[src/rtl/ctp_pkg.sv]
package ctp_pkg;
  localparam int STW = 3;

  localparam logic [1:0] POL_AGGR   = 2'd0;
  localparam logic [1:0] POL_ROTATE = 2'd1;
  localparam logic [1:0] POL_AGE    = 2'd2;

  typedef enum logic [STW-1:0] {
    ST_RUN       = 3'd0,
    ST_IDLE      = 3'd1,
    ST_FETCHTRAP = 3'd2,
    ST_SQUASH    = 3'd3,
    ST_TRAPWAIT  = 3'd4
  } thr_status_e;

  function automatic logic is_eligible(input logic [STW-1:0] st);
    return (st == ST_RUN) || (st == ST_IDLE) || (st == ST_FETCHTRAP);
  endfunction

  function automatic logic seq_older(input logic [31:0] a, input logic [31:0] b);
    return a < b;
  endfunction
endpackage

[src/rtl/ctp_rr_order.sv]
module ctp_rr_order #(
  parameter int N  = 4,
  parameter int TW = $clog2(N)
) (
  input  logic            clk,
  input  logic            rst_n,
  input  logic [N-1:0]    cand,
  input  logic            rotate,
  output logic [N*TW-1:0] order_flat,
  output logic            rr_valid,
  output logic [TW-1:0]   rr_tid
);
  logic [TW-1:0] order_q [N];
  logic [TW-1:0] rr_pos;

  always_comb begin
    rr_valid = 1'b0;
    rr_tid   = '0;
    rr_pos   = '0;
    for (int k = 0; k < N; k++) begin
      if (!rr_valid && cand[order_q[k]]) begin
        rr_valid = 1'b1;
        rr_tid   = order_q[k];
        rr_pos   = TW'(k);
      end
    end
  end

  always_ff @(posedge clk) begin
    if (!rst_n) begin
      for (int k = 0; k < N; k++) order_q[k] <= TW'(k);
    end else if (rotate && rr_valid) begin
      for (int k = 0; k < N-1; k++) begin
        if (k >= int'(rr_pos)) order_q[k] <= order_q[k+1];
      end
      order_q[N-1] <= rr_tid;
    end
  end

  for (genvar g = 0; g < N; g++) begin : g_flat
    assign order_flat[g*TW +: TW] = order_q[g];
  end
endmodule

[src/rtl/ctp_oldest.sv]
module ctp_oldest #(
  parameter int N     = 4,
  parameter int SEQ_W = 16,
  parameter int TW    = $clog2(N)
) (
  input  logic [N-1:0]       cand,
  input  logic [N*SEQ_W-1:0] seq_flat,
  output logic               old_valid,
  output logic [TW-1:0]      old_tid
);
  logic [SEQ_W-1:0] best;

  always_comb begin
    old_valid = 1'b0;
    old_tid   = '0;
    best      = '0;
    for (int i = 0; i < N; i++) begin
      if (cand[i] && (!old_valid ||
          ctp_pkg::seq_older(32'(seq_flat[i*SEQ_W +: SEQ_W]), 32'(best)))) begin
        old_valid = 1'b1;
        old_tid   = TW'(i);
        best      = seq_flat[i*SEQ_W +: SEQ_W];
      end
    end
  end
endmodule

[src/rtl/commit_thread_pick.sv]
module commit_thread_pick #(
  parameter int N     = 4,
  parameter int SEQ_W = 16,
  localparam int TW   = $clog2(N),
  localparam int STW  = ctp_pkg::STW
) (
  input  logic               clk,
  input  logic               rst_n,
  input  logic [1:0]         policy_sel,
  input  logic [N-1:0]       thread_active,
  input  logic [N*STW-1:0]   thread_status,
  input  logic [N-1:0]       rob_empty,
  input  logic [N-1:0]       head_ready,
  input  logic [N*SEQ_W-1:0] head_seq,
  input  logic               grant_take,
  output logic               grant_valid,
  output logic [TW-1:0]      grant_tid
);
  logic [N-1:0]    elig;
  logic [N-1:0]    cand;
  logic            single_mode;
  logic [TW-1:0]   single_tid;
  logic            single_ok;
  logic            rr_valid, old_valid;
  logic [TW-1:0]   rr_tid, old_tid;
  logic            rotate;
  logic [N*TW-1:0] order_flat;
  logic            use_rr;

  for (genvar g = 0; g < N; g++) begin : g_cand
    assign elig[g] = thread_active[g] & ctp_pkg::is_eligible(thread_status[g*STW +: STW]);
    assign cand[g] = elig[g] & head_ready[g] & ~rob_empty[g];
  end

  always_comb begin
    single_tid = '0;
    for (int i = N-1; i >= 0; i--) begin
      if (thread_active[i]) single_tid = TW'(i);
    end
  end

  assign single_mode = ($countones(thread_active) == 1);
  assign single_ok   = elig[single_tid];
  assign use_rr      = (policy_sel == ctp_pkg::POL_ROTATE);
  assign rotate      = grant_take & use_rr & ~single_mode;

  ctp_rr_order #(.N(N), .TW(TW)) u_rr (
    .clk        (clk),
    .rst_n      (rst_n),
    .cand       (cand),
    .rotate     (rotate),
    .order_flat (order_flat),
    .rr_valid   (rr_valid),
    .rr_tid     (rr_tid)
  );

  ctp_oldest #(.N(N), .SEQ_W(SEQ_W), .TW(TW)) u_old (
    .cand      (cand),
    .seq_flat  (head_seq),
    .old_valid (old_valid),
    .old_tid   (old_tid)
  );

  always_comb begin
    if (single_mode) begin
      grant_valid = single_ok;
      grant_tid   = single_ok ? single_tid : '0;
    end else if (use_rr) begin
      grant_valid = rr_valid;
      grant_tid   = rr_tid;
    end else begin
      grant_valid = old_valid;
      grant_tid   = old_tid;
    end
  end
endmodule

[config.mk]
export PLATFORM = sky130hd
export DESIGN_NAME = commit_thread_pick
export DESIGN_NICKNAME = d
export VERILOG_FILES = /design/src/rtl/ctp_pkg.sv /design/src/rtl/ctp_rr_order.sv /design/src/rtl/ctp_oldest.sv /design/src/rtl/commit_thread_pick.sv
export SDC_FILE = /design/constraint.sdc
export NUM_CORES = 1
export LEC_CHECK = 0
export BUFFER_PORTS_ARGS = -buffer_cell sky130_fd_sc_hd__clkbuf_2
export CORE_AREA = 5 5 88 99
export DETAILED_ROUTE_END_ITERATION = 7
export DIE_AREA = 0 0 93 104
export MAX_ROUTING_LAYER = met4
export PLACE_DENSITY = 0.56
export SLEW_MARGIN = 15
export SYNTH_ARGS = -nofsm -noshare
export SYNTH_HDL_FRONTEND = slang
export SYNTH_SLANG_ARGS = --single-unit
[constraint.sdc]
create_clock -name clk -period 8.27 [get_ports clk]
set_input_delay 0.4135 -clock clk [delete_from_list [all_inputs] [get_ports clk]]
set_output_delay 0.4135 -clock clk [all_outputs]
set_load 0.03 [all_outputs]
==> run metrics <==
outcome finished, final reports clean; most common cell after layout, fill and taps aside clkbuf_2; Hold EP u_rr.order_q[3][1]$_SDFFCE_PN1P_; register area share after synthesis around a tenth; pre-CTS WS 0.141 ns; hold slack final 0.594 ns; Cell Rows 34; Core Region 7660 um2; Net Switching a little over 0.08 mW; Layout Utilization between 40% and 50%; die height 104 um; diode count 0; hold_sp rst_n; Critical Path AT about 7.3 ns; max incr delay on CP 0.52 ns; post-synthesis net count between 400 and 500; total routed wirelength approximately 8000 um; vias around 2,800; crit path buf inv count 3; Yosys reg bits 8; overall routing resource usage approximately 17%; RR Startpoint u_rr.order_q[0][0]$_SDFFCE_PN0P_; Sink Count 8; initial drt markers 94; total gr overflow 0; Final Cell Area about 3200 um2; Lkg Pwr about 1.5 nW; Max Freq about 130 MHz; Resized cells post-CTS 0; final worst-path cycle share about 93%; DP Cell Count about 500; Hold Path Cell Cnt 2; Post-DRT Antenna Nets 0; CP Max Fanout 16; DR pass1 iterations 4; Final Max Slew Viols 0; PwrDens between 60 and 70 nW/um2; first-pass GRT wire length 13,000 um; syn_area_per_cell about 8 um2; slowest CP cell or4_1; NumNets Final 559; vias per cell ~5.5; clock share of power 21.7%; layout cells sized above 1 approximately 32%; Fill cells about 800; CP most frequent cell ha_1; CTS clk-pin slew, worst paths roughly 0.04 ns; Top reg by flops u_rr.order_q; max reg flops 8; synth unique cells 63; CTS Buf Count 3; Worst setup EP type output port; min Tclk post-route 7.72 ns; final hold vios 0; Seq pwr share 21.9%; Non-Filler Instances about 510; post-CTS setup buffers 0; Async S/R FF share, synth 0%; CTS tree built; RSZ-0062 raised after global routing false; area delta synth->final 24.3%; vias in the first global route roughly 2,800; Synthesis Warnings 0; R2R setup slack just under 6 ns; Post-synth EDFFs 8; maximum vdd drop between 0.00006 and 0.00007 V; Req. time, crit path 7.86 ns; H-Tree Level Count 1; Slew headroom 64.3%; Pint 0.133 mW; I/O pin count 96; Initial Utilization 33.7%; post-layout power between 0.2 and 0.25 mW; maxcap violations 0; clk_lat worst skew 0.23 ns; Switching Share between 30 and 40%; post-DP HPWL between 7000 and 8000 um; port bufs 95; worst setup margin between 0.5 and 0.6 ns; Synth Instances 322; Final setup viols 0; synthesized area approximately 2600 um2; reg-to-reg endpoint u_rr.order_q[3][1]$_SDFFCE_PN1P_; Crit Path Class primary input to output port; RD Place Congestion roughly 0.9; Die ar. 9670 um2; Top FF cell, synth edfxtp_1; Clock Tree Buf Depth 2; hold buffers post-CTS 0; CP top delay family compound AO/OA/AOI/OAI gates; Hold Crit Class primary input to register; Die W 93 um; setup tns final 0 ns; initial antenna violation count 0; Startpoint Class primary input; drt drc 0; area of placed instances approximately 3100 um2; largest net degree at the start of global routing 18; R2R cell count 5; leading registers by flop count u_rr.order_q (8); Max Clock Skew about 0.0042 ns; Logic pwr share about 56%; drt wl/cell about 16 um; Slew @ Worst Pin about 0.53 ns; commonest cells after routing, fill and taps aside clkbuf_2 (95), ha_1 (47), nand2_1 (29), inv_1 (28), nand3_1 (24); Root Driver clkbuf_8
synth_stat cells (2+ instances only):
library cell	number	area, um2
nand4b_1	2	17.5
nor2b_1	4	25.0
or3b_1	2	17.5
a21boi_0	15	113
nor3_1	4	20.0
mux2i_1	6	60.1
o21a_1	3	22.5
mux2_2	6	67.6
a211oi_1	4	30.0
o31ai_1	2	15.0
o211ai_1	4	30.0
a221o_1	2	20.0
edfxtp_1	8	240
nand3_1	24	120
nand2b_1	3	18.8
a211o_1	2	17.5
inv_1	28	105
and2_1	5	31.3
or3_1	3	18.8
a21oi_1	19	95.1
buf_1	2	7.51
or4_1	2	15.0
ha_1	47	588
mux4_2	3	67.6
a32oi_1	3	26.3
and3_1	4	25.0
nand3b_1	2	15.0
nand4_1	8	50.1
nor2_1	16	60.1
a31oi_1	2	12.5
mux2_4	9	135
and4_1	2	17.5
nand2_1	29	109
clkbuf_1	3	11.3
o21ai_0	16	80.1
layer usage:
metal,global-route usage [%],up-vias,part of all wire [%]
li1,-,1413,-
met2,30.0,114,50
met1,20.7,1239,43
met4,0.942,0,0.087
met3,2.17,2,6.8
met5,-,-,0
how the worst max path moves through the flow:
| stage | slack (ns) | startpoint | cells past startpoint | end |
|---|---|---|---|---|
| global route | 0.01 | thread_active[0] | 29 | grant_tid[0] |
| floorplan | 0.22 | thread_status[1] | 30 | grant_tid[0] |
| CTS | 0.14 | thread_active[0] | 27 | grant_tid[0] |
| detailed placement | 0.14 | thread_active[0] | 27 | grant_tid[0] |
| global placement | 0.29 | thread_active[0] | 27 | grant_tid[0] |
| finish | 0.55 | thread_active[0] | 28 | grant_tid[0] |
area by class of cell:
class | count | area (um2) | share of cell area (%)
clock buffers | 3 | 41.3 | 1.29
repair buffers | 100 | 513 | 16.0
flip-flops and latches | 8 | 240 | 7.49
multi-input cells | 277 | 2190 | 68.4
well taps | 90 | 113 | 3.51
inverters | 28 | 105 | 3.28
power by group through the flow:
stage / clock network, mW / registers [mW] / logic [mW]
3_3_place_gp: 0 / 0.0475 / 0.119
2_1_floorplan: 0 / 0.0472 / 0.0718
6_report: 0.0464 / 0.0468 / 0.120
5_1_grt: 0.0496 / 0.0470 / 0.137
4_1_cts: 0.0470 / 0.0468 / 0.120
3_5_place_dp: 0 / 0.0475 / 0.120
cell families after synthesis:
group | after synthesis | share of synthesized area [%]
AND/OR/NAND/NOR | 117 | 23.9
flip-flops | 8 | 9.31
multiplexers | 24 | 12.8
buffers and inverters | 37 | 6.40
AO/OA/AOI/OAI | 88 | 24.0
adder cells (fa/ha/maj) | 48 | 23.6
(Power assumes the default switching activity.)
